`config.mk`:
```
export PLATFORM = sky130hd
export DESIGN_NAME = frac_baud_gen
export DESIGN_NICKNAME = d
export VERILOG_FILES = /design/src/rtl/fbg_pkg.sv /design/src/rtl/fbg_regs.sv /design/src/rtl/fbg_period.sv /design/src/rtl/fbg_oversample.sv /design/src/rtl/frac_baud_gen.sv
export SDC_FILE = /design/constraint.sdc
export NUM_CORES = 1
export LEC_CHECK = 0
export BUFFER_PORTS_ARGS = -buffer_cell sky130_fd_sc_hd__buf_4
export CAP_MARGIN = 30
export CELL_PAD_IN_SITES_DETAIL_PLACEMENT = 1
export CELL_PAD_IN_SITES_GLOBAL_PLACEMENT = 1
export CORE_MARGIN = 10
export CORE_UTILIZATION = 40
export DETAILED_ROUTE_END_ITERATION = 10
export PLACE_DENSITY = 0.83
export SYNTH_ARGS = -nofsm -noshare
export SYNTH_HDL_FRONTEND = slang
export SYNTH_SLANG_ARGS = --single-unit
```
`constraint.sdc`:
```
create_clock -name clk_i -period 4 [get_ports clk_i]
set_clock_uncertainty 0.1 [all_clocks]
set_input_delay 0.4 -clock clk_i [delete_from_list [all_inputs] [get_ports clk_i]]
set_output_delay 0.4 -clock clk_i [all_outputs]
set_load 0.05 [all_outputs]
```
`src/rtl/fbg_pkg.sv`:
```
package fbg_pkg;
  localparam int OS_LO = 8;
  localparam int OS_HI = 16;
  localparam int SUB_W = $clog2(OS_HI);

  typedef enum logic {
    SEL_DIV  = 1'b0,
    SEL_MODE = 1'b1
  } reg_sel_e;

  localparam logic [31:0] MODE_X16 = 32'h6EF7_1000;
  localparam logic [31:0] MODE_X8  = 32'h2673_1000;
endpackage

```
`src/rtl/fbg_regs.sv`:
```
module fbg_regs import fbg_pkg::*; #(
  parameter int REG_W = 32,
  parameter logic [REG_W-1:0] RST_DIV  = 'h200,
  parameter logic [REG_W-1:0] RST_MODE = 'h6EF7_1000
) (
  input  logic               clk_i,
  input  logic               rst_ni,
  input  logic               wr_en_i,
  input  logic               wr_addr_i,
  input  logic [REG_W/8-1:0] wr_be_i,
  input  logic [REG_W-1:0]   wr_data_i,
  output logic [REG_W-1:0]   div_q,
  output logic [REG_W-1:0]   mode_q,
  output logic               reload_q
);
  localparam int NB = REG_W / 8;

  logic div_hit;
  logic mode_hit;

  assign div_hit  = wr_en_i && (wr_addr_i == SEL_DIV);
  assign mode_hit = wr_en_i && (wr_addr_i == SEL_MODE);

  // one flop group per byte lane so unselected lanes keep their value
  for (genvar b = 0; b < NB; b++) begin : g_lane
    always_ff @(posedge clk_i or negedge rst_ni) begin
      if (!rst_ni) begin
        div_q[b*8 +: 8]  <= RST_DIV[b*8 +: 8];
        mode_q[b*8 +: 8] <= RST_MODE[b*8 +: 8];
      end else begin
        if (div_hit && wr_be_i[b])  div_q[b*8 +: 8]  <= wr_data_i[b*8 +: 8];
        if (mode_hit && wr_be_i[b]) mode_q[b*8 +: 8] <= wr_data_i[b*8 +: 8];
      end
    end
  end

  // any accepted write, and reset itself, restarts the timing
  always_ff @(posedge clk_i or negedge rst_ni) begin
    if (!rst_ni) reload_q <= 1'b1;
    else         reload_q <= wr_en_i;
  end
endmodule

```
`src/rtl/fbg_period.sv`:
```
module fbg_period #(
  parameter int INT_W  = 24,
  parameter int FRAC_W = 8
) (
  input  logic              clk_i,
  input  logic              rst_ni,
  input  logic              reload_i,
  input  logic [INT_W-1:0]  int_raw_i,
  input  logic [FRAC_W-1:0] frac_raw_i,
  output logic [INT_W-1:0]  int_eff_o,
  output logic              tick_o
);
  localparam int DEN = (1 << FRAC_W) - 1;
  localparam int SW  = FRAC_W + 1;

  function automatic logic [INT_W-1:0] clamp_int(input logic [INT_W-1:0] v);
    return (v < INT_W'(2)) ? INT_W'(2) : v;
  endfunction

  function automatic logic [FRAC_W-1:0] fold_frac(input logic [FRAC_W-1:0] v);
    return (v == FRAC_W'(DEN)) ? '0 : v;
  endfunction

  logic [INT_W-1:0]  cnt_q;
  logic [FRAC_W-1:0] acc_q;
  logic [FRAC_W-1:0] acc_base;
  logic [FRAC_W-1:0] acc_nxt;
  logic [FRAC_W-1:0] frac_eff;
  logic [SW-1:0]     sum;
  logic              wrap;
  logic              load;

  assign int_eff_o = clamp_int(int_raw_i);
  assign frac_eff  = fold_frac(frac_raw_i);

  always_comb begin
    acc_base = reload_i ? '0 : acc_q;
    sum      = SW'(acc_base) + SW'(frac_eff);
    wrap     = (sum >= SW'(DEN));
    acc_nxt  = wrap ? FRAC_W'(sum - SW'(DEN)) : FRAC_W'(sum);
  end

  assign load   = reload_i || (cnt_q == '0);
  assign tick_o = (cnt_q == '0) && !reload_i;

  always_ff @(posedge clk_i or negedge rst_ni) begin
    if (!rst_ni) begin
      cnt_q <= '0;
      acc_q <= '0;
    end else if (load) begin
      cnt_q <= int_eff_o - INT_W'(1) + INT_W'(wrap);
      acc_q <= acc_nxt;
    end else begin
      cnt_q <= cnt_q - INT_W'(1);
    end
  end
endmodule

```
`src/rtl/fbg_oversample.sv`:
```
module fbg_oversample import fbg_pkg::*; (
  input  logic clk_i,
  input  logic rst_ni,
  input  logic reload_i,
  input  logic tick_i,
  input  logic os16_i,
  output logic bit_tick_o
);
  logic [SUB_W-1:0] sub_q;
  logic [SUB_W-1:0] last;

  assign last       = os16_i ? SUB_W'(OS_HI - 1) : SUB_W'(OS_LO - 1);
  assign bit_tick_o = tick_i && (sub_q == last);

  always_ff @(posedge clk_i or negedge rst_ni) begin
    if (!rst_ni)      sub_q <= '0;
    else if (reload_i) sub_q <= '0;
    else if (tick_i)   sub_q <= (sub_q == last) ? '0 : sub_q + SUB_W'(1);
  end
endmodule

```
`src/rtl/frac_baud_gen.sv`:
```
module frac_baud_gen import fbg_pkg::*; #(
  parameter int INT_W      = 24,
  parameter int FRAC_W     = 8,
  parameter int OS_SEL_BIT = 30,
  parameter int EP_LSB     = 20,
  parameter int EP_W       = 4,
  parameter logic [INT_W+FRAC_W-1:0] RST_DIV  = 'h200,
  parameter logic [INT_W+FRAC_W-1:0] RST_MODE = 'h6EF7_1000
) (
  input  logic                            clk_i,
  input  logic                            rst_ni,
  input  logic                            wr_en_i,
  input  logic                            wr_addr_i,
  input  logic [(INT_W+FRAC_W)/8-1:0]     wr_be_i,
  input  logic [INT_W+FRAC_W-1:0]         wr_data_i,
  output logic                            sample_tick_o,
  output logic                            bit_tick_o,
  output logic                            os16_o,
  output logic [EP_W-1:0]                 tx_endpt_o,
  output logic [INT_W+FRAC_W-1:0]         mode_o,
  output logic [INT_W+$clog2(OS_HI)-1:0]  bit_period_o
);
  localparam int REG_W = INT_W + FRAC_W;
  localparam int NB    = REG_W / 8;
  localparam int BP_W  = INT_W + $clog2(OS_HI);

  function automatic logic [BP_W-1:0] bit_span(input logic [INT_W-1:0] n, input logic x16);
    return x16 ? (BP_W'(n) << $clog2(OS_HI)) : (BP_W'(n) << $clog2(OS_LO));
  endfunction

  logic [REG_W-1:0] div_q;
  logic [REG_W-1:0] mode_q;
  logic             reload_q;
  logic [INT_W-1:0] int_eff;
  logic             tick;

  fbg_regs #(
    .REG_W    (REG_W),
    .RST_DIV  (RST_DIV),
    .RST_MODE (RST_MODE)
  ) u_regs (
    .clk_i     (clk_i),
    .rst_ni    (rst_ni),
    .wr_en_i   (wr_en_i),
    .wr_addr_i (wr_addr_i),
    .wr_be_i   (wr_be_i),
    .wr_data_i (wr_data_i),
    .div_q     (div_q),
    .mode_q    (mode_q),
    .reload_q  (reload_q)
  );

  fbg_period #(
    .INT_W  (INT_W),
    .FRAC_W (FRAC_W)
  ) u_period (
    .clk_i      (clk_i),
    .rst_ni     (rst_ni),
    .reload_i   (reload_q),
    .int_raw_i  (div_q[REG_W-1:FRAC_W]),
    .frac_raw_i (div_q[FRAC_W-1:0]),
    .int_eff_o  (int_eff),
    .tick_o     (tick)
  );

  fbg_oversample u_os (
    .clk_i      (clk_i),
    .rst_ni     (rst_ni),
    .reload_i   (reload_q),
    .tick_i     (tick),
    .os16_i     (os16_o),
    .bit_tick_o (bit_tick_o)
  );

  assign sample_tick_o = tick;
  assign os16_o        = mode_q[OS_SEL_BIT];
  assign tx_endpt_o    = mode_q[EP_LSB +: EP_W];
  assign mode_o        = mode_q;
  assign bit_period_o  = bit_span(int_eff, os16_o);
endmodule

```
==> impl_metrics.xml <==
<?xml version="1.0" encoding="UTF-8"?>
<metrics>
  <group name="critical_path">
    <metric name="arrival_time_worst_endpoint" unit="ps">4010</metric>
    <metric name="regToRegStartpoint" unit="">u_regs.div_q[5]$_DFFE_PN0P_</metric>
    <metric name="timing.critical_path.from_type" unit="">register</metric>
    <metric name="critical_path_peak_fanout" unit="">4</metric>
    <metric name="critical_path_class" unit="">reg -&gt; reg</metric>
    <metric name="cp-end-kind" unit="">register</metric>
    <metric name="critPathLaunch" unit="">u_regs.div_q[5]$_DFFE_PN0P_</metric>
    <metric name="critPathRequiredTime" unit="ps">4120</metric>
  </group>
  <group name="placement">
    <metric name="placement.io_buffers" unit="">103</metric>
    <metric name="hpwl" unit="mm">13.2</metric>
    <metric name="place_inst" unit="">834</metric>
    <metric name="finalWeightedCongestion" unit="">0.873</metric>
  </group>
  <group name="global_route">
    <metric name="grt_pass1_wl" unit="mm">28.5</metric>
    <metric name="grtUsageTotal" unit="%">17.4</metric>
    <metric name="grt_antenna_before_repair" unit="">0</metric>
    <metric name="global_route.overflow_total" unit="">0</metric>
    <metric name="first_global_vias" unit="">5272</metric>
    <metric name="grt_max_degree" unit="">55</metric>
  </group>
  <group name="layout">
    <metric name="diodes" unit="">0</metric>
    <metric name="final_util" unit="%">51.2</metric>
    <metric name="finalNonFillerCells" unit="">859</metric>
    <metric name="drive_gt1_share" unit="%">43.0</metric>
    <metric name="area.growth.synth_to_final" unit="%">26.6</metric>
    <metric name="finalNetCount" unit="">725</metric>
  </group>
  <group name="routing">
    <metric name="postRouteAntennaNets" unit="">0</metric>
    <metric name="routed_wire_length_per_instance" unit="µm">21.6</metric>
    <metric name="route.detailed.vias_per_inst" unit="">5.65</metric>
    <metric name="drc_violations_left" unit="">0</metric>
    <metric name="drt-total-wl" unit="mm">18.6</metric>
    <metric name="num_vias" unit="">4856</metric>
    <metric name="drt_iter0_drc" unit="">218</metric>
    <metric name="drt_first_pass_iters" unit="">4</metric>
  </group>
  <group name="yosys">
    <metric name="postSynthRegisterBits" unit="">101</metric>
    <metric name="synthDistinctLibCells" unit="">60</metric>
    <metric name="synth_flop_cell" unit="">sky130_fd_sc_hd__dfrtp_1</metric>
    <metric name="async_flop_share" unit="%">100</metric>
    <metric name="avg_cell_area_syn" unit="µm²">10.6</metric>
    <metric name="synthesis.area" unit="µm²">5840</metric>
    <metric name="synth-edff-count" unit="">0</metric>
    <metric name="yosysSeqAreaShare" unit="%">43.6</metric>
    <metric name="syn_inst" unit="">549</metric>
    <metric name="yosysWarnings" unit="">0</metric>
  </group>
  <group name="clock_network">
    <metric name="cts_max_path_buffers" unit="">2</metric>
    <metric name="clk_transition_reported_paths" unit="ps">80</metric>
    <metric name="cts.root.buffer_cell" unit="">sky130_fd_sc_hd__clkbuf_16</metric>
    <metric name="insertion_delay" unit="ps">350</metric>
    <metric name="clock_sinks" unit="">101</metric>
    <metric name="holdBufCountCts" unit="">0</metric>
    <metric name="cts_inserted_buffers" unit="">9</metric>
    <metric name="ctsHtreeMaxLevel" unit="">3</metric>
    <metric name="tritoncts" unit="">done</metric>
  </group>
  <group name="power_and_ir_drop">
    <metric name="maximum_vdd_ir_drop" unit="mV">0.347</metric>
    <metric name="netSwitchingPower" unit="µW">2080</metric>
    <metric name="power_consumption" unit="µW">4670</metric>
    <metric name="pwr-share-clk" unit="%">18.7</metric>
    <metric name="cellPowerDensity" unit="nW/µm²">632</metric>
    <metric name="power.switching_fraction" unit="%">44.5</metric>
    <metric name="internal_power" unit="µW">2590</metric>
    <metric name="combinationalPowerShare" unit="%">48.2</metric>
    <metric name="seqPwrFrac" unit="%">33.1</metric>
    <metric name="leakagePower" unit="µW">0.00316</metric>
  </group>
  <group name="worst_hold_path">
    <metric name="hold_path.class" unit="">in -&gt; async</metric>
  </group>
  <group name="floorplan">
    <metric name="ioPinCount" unit="">107</metric>
    <metric name="dieArea" unit="µm²">19800</metric>
    <metric name="die_x" unit="µm">141</metric>
    <metric name="number_of_placement_rows" unit="">44</metric>
    <metric name="core-area" unit="µm²">14400</metric>
    <metric name="dieHeight" unit="µm">141</metric>
    <metric name="start_util" unit="%">40.5</metric>
  </group>
  <group name="job">
    <metric name="drv.max_cap_violation_count" unit="">0</metric>
  </group>
  <group name="timing">
    <metric name="layout_worst_path_cycle_share" unit="%">97.1</metric>
    <metric name="layout_min_cycle_time" unit="ps">3880</metric>
    <metric name="timing.slew.headroom" unit="%">51.7</metric>
    <metric name="fmax" unit="MHz">257</metric>
    <metric name="hold_viol" unit="">0</metric>
    <metric name="timing.final.max_slew_violations" unit="">0</metric>
    <metric name="setup_total_negative_slack" unit="ps">0</metric>
    <metric name="tightestPinTransition" unit="ps">725</metric>
    <metric name="rsz0062_at_grt" unit="">true</metric>
    <metric name="timing.final.setup_violations" unit="">0</metric>
  </group>
  <group name="outcome">
    <metric name="outcome" unit="">finished clean</metric>
  </group>
</metrics>
[power groups by stage]
stage	clock [µW]	sequential (µW)	combinational, µW
after global routing	921	1580	2390
after global placement	0	1520	1970
final	874	1540	2250
after CTS	878	1530	2110
after detailed placement	0	1540	2050
after floorplan	0	1670	1230
[per-layer routing]
layer	part of all wire [%]	track usage (%)	wire, µm
met2	50	29.7	9310
met3	6.7	4.87	1250
met1	40	20.5	7420
met5	0	0	0
met4	3.3	6.09	606
[placed cells by master, fill, tap and decap left out, types with 7 or more instances in the layout]
cell type	netlist	final
sky130_fd_sc_hd__buf_4	10	135
sky130_fd_sc_hd__dfrtp_1	86	86
sky130_fd_sc_hd__mux2_2	85	85
sky130_fd_sc_hd__nor2_1	42	39
sky130_fd_sc_hd__nand2_1	39	38
sky130_fd_sc_hd__xnor2_1	26	26
sky130_fd_sc_hd__nor2b_1	23	22
sky130_fd_sc_hd__xor2_1	20	20
sky130_fd_sc_hd__a21oi_1	20	19
sky130_fd_sc_hd__o21ai_0	21	19
sky130_fd_sc_hd__nor3_1	16	15
sky130_fd_sc_hd__dfstp_2	15	15
sky130_fd_sc_hd__nand3_1	14	12
sky130_fd_sc_hd__clkbuf_16	0	9
sky130_fd_sc_hd__mux2i_1	9	8
sky130_fd_sc_hd__or3_1	8	8
sky130_fd_sc_hd__a31oi_1	7	7
sky130_fd_sc_hd__inv_1	7	7
[critical path: stages (launching register included)]
cell	delay [ps]
sky130_fd_sc_hd__dfrtp_1	360
sky130_fd_sc_hd__nand4_1	120
sky130_fd_sc_hd__nor2_2	180
sky130_fd_sc_hd__nor2b_1	80
sky130_fd_sc_hd__ha_2	210
sky130_fd_sc_hd__fa_2	370
sky130_fd_sc_hd__buf_4	170
sky130_fd_sc_hd__and3b_1	240
sky130_fd_sc_hd__mux2i_2	100
sky130_fd_sc_hd__a2111oi_2	360
sky130_fd_sc_hd__and4b_2	330
sky130_fd_sc_hd__a21oi_4	80
sky130_fd_sc_hd__ha_4	170
sky130_fd_sc_hd__buf_4	140
sky130_fd_sc_hd__and4b_1	240
sky130_fd_sc_hd__o21ai_2	110
sky130_fd_sc_hd__nor3_1	90
sky130_fd_sc_hd__xnor2_1	190
sky130_fd_sc_hd__mux2i_1	110
[sequential cells by signal (all words and copies together) (netlist names)]
signal / flops
u_os.sub_q: 4
u_period.acc_q: 8
u_period.cnt_q: 24
u_regs.div_q: 32
u_regs.mode_q: 32
u_regs.reload_q: 1
[synth_stat cells (2+ instances only)]
| cell type | n | area (µm²) |
|---|---|---|
| sky130_fd_sc_hd__and4b_1 | 2 | 20.0 |
| sky130_fd_sc_hd__nor4_4 | 3 | 63.8 |
| sky130_fd_sc_hd__clkbuf_1 | 12 | 45.0 |
| sky130_fd_sc_hd__ha_1 | 14 | 175 |
| sky130_fd_sc_hd__mux2_2 | 85 | 957 |
| sky130_fd_sc_hd__a21o_1 | 2 | 15.0 |
| sky130_fd_sc_hd__and3_1 | 2 | 12.5 |
| sky130_fd_sc_hd__and2_1 | 3 | 18.8 |
| sky130_fd_sc_hd__or4_1 | 6 | 45.0 |
| sky130_fd_sc_hd__dfrtp_1 | 86 | 2150 |
| sky130_fd_sc_hd__o21ai_1 | 3 | 15.0 |
| sky130_fd_sc_hd__nand3b_1 | 4 | 30.0 |
| sky130_fd_sc_hd__or3_4 | 2 | 22.5 |
| sky130_fd_sc_hd__nor4_2 | 2 | 25.0 |
| sky130_fd_sc_hd__a21oi_1 | 20 | 100 |
| sky130_fd_sc_hd__dfstp_2 | 15 | 394 |
| sky130_fd_sc_hd__or3_1 | 8 | 50.1 |
| sky130_fd_sc_hd__o21a_1 | 2 | 15.0 |
| sky130_fd_sc_hd__nand2_1 | 39 | 146 |
| sky130_fd_sc_hd__xor2_1 | 20 | 175 |
| sky130_fd_sc_hd__nand3_1 | 14 | 70.1 |
| sky130_fd_sc_hd__nor4_1 | 5 | 31.3 |
| sky130_fd_sc_hd__xnor2_1 | 26 | 228 |
| sky130_fd_sc_hd__mux2i_1 | 9 | 90.1 |
| sky130_fd_sc_hd__nor2b_1 | 23 | 144 |
| sky130_fd_sc_hd__buf_4 | 10 | 75.1 |
| sky130_fd_sc_hd__nor3_1 | 16 | 80.1 |
| sky130_fd_sc_hd__inv_1 | 7 | 26.3 |
| sky130_fd_sc_hd__o21ai_0 | 21 | 105 |
| sky130_fd_sc_hd__nand4_1 | 4 | 25.0 |
| sky130_fd_sc_hd__or2_2 | 2 | 12.5 |
| sky130_fd_sc_hd__or4_4 | 2 | 22.5 |
| sky130_fd_sc_hd__buf_2 | 5 | 25.0 |
| sky130_fd_sc_hd__o2111ai_1 | 2 | 17.5 |
| sky130_fd_sc_hd__nor2_1 | 42 | 158 |
| sky130_fd_sc_hd__a31oi_1 | 7 | 43.8 |
[through the flow]
step | instance area [µm²] | setup WS [ps] | hold WS [ps]
global route | 7390 | -123 | 57.8
floorplan | 5850 | 2.58 | 4.41
global placement | 6880 | 76.9 | 358
CTS | 7230 | 12.0 | 25.9
detailed placement | 6880 | -180 | 359
finish | 7390 | 116 | 6.72
[logic make-up after synthesis]
family | Yosys count | synth area share [%]
simple gates | 188 | 17.9
mux | 94 | 17.9
compound gates | 70 | 7.25
xor+xnor | 46 | 6.90
buf+inv | 34 | 2.94
flops | 101 | 43.6
other cells | 1 | 0.0642
fa+ha+maj | 15 | 3.34
[worst paths after layout]
path,endpoint,slack (ps),cells after the start
max in group asynchronous,u_regs.mode_q[17]$_DFFE_PN1P_,2940,2
hold reg to reg,u_regs.mode_q[3]$_DFFE_PN0P_,420,1
setup reg to reg,u_period.cnt_q[17]$_DFF_PN0_,120,18
hold / removal,u_period.cnt_q[19]$_DFF_PN0_,7,1
min in group clk_i,u_regs.reload_q$_DFF_PN1_,90,1
setup / recovery,u_period.cnt_q[17]$_DFF_PN0_,120,18
[layout make-up]
| cell class | count | area (µm²) |
|---|---|---|
| inverters | 7 | 26.3 |
| flip-flops and latches | 101 | 2550 |
| fillers | 1588 | 7040 |
| multi-input cells | 416 | 3280 |
| clock buffers | 10 | 229 |
| well taps | 184 | 230 |
| clock inverters | 6 | 62.6 |
| repair buffers | 135 | 1010 |
[what timing repair did]
item                       4_1_cts  5_1_grt
resized for setup               10       25
cloned                           0        0
buffers inserted                 2        7
setup endpoints to repair       13       18
pin swaps                        4        8
Power figures use the tool's default switching activity.
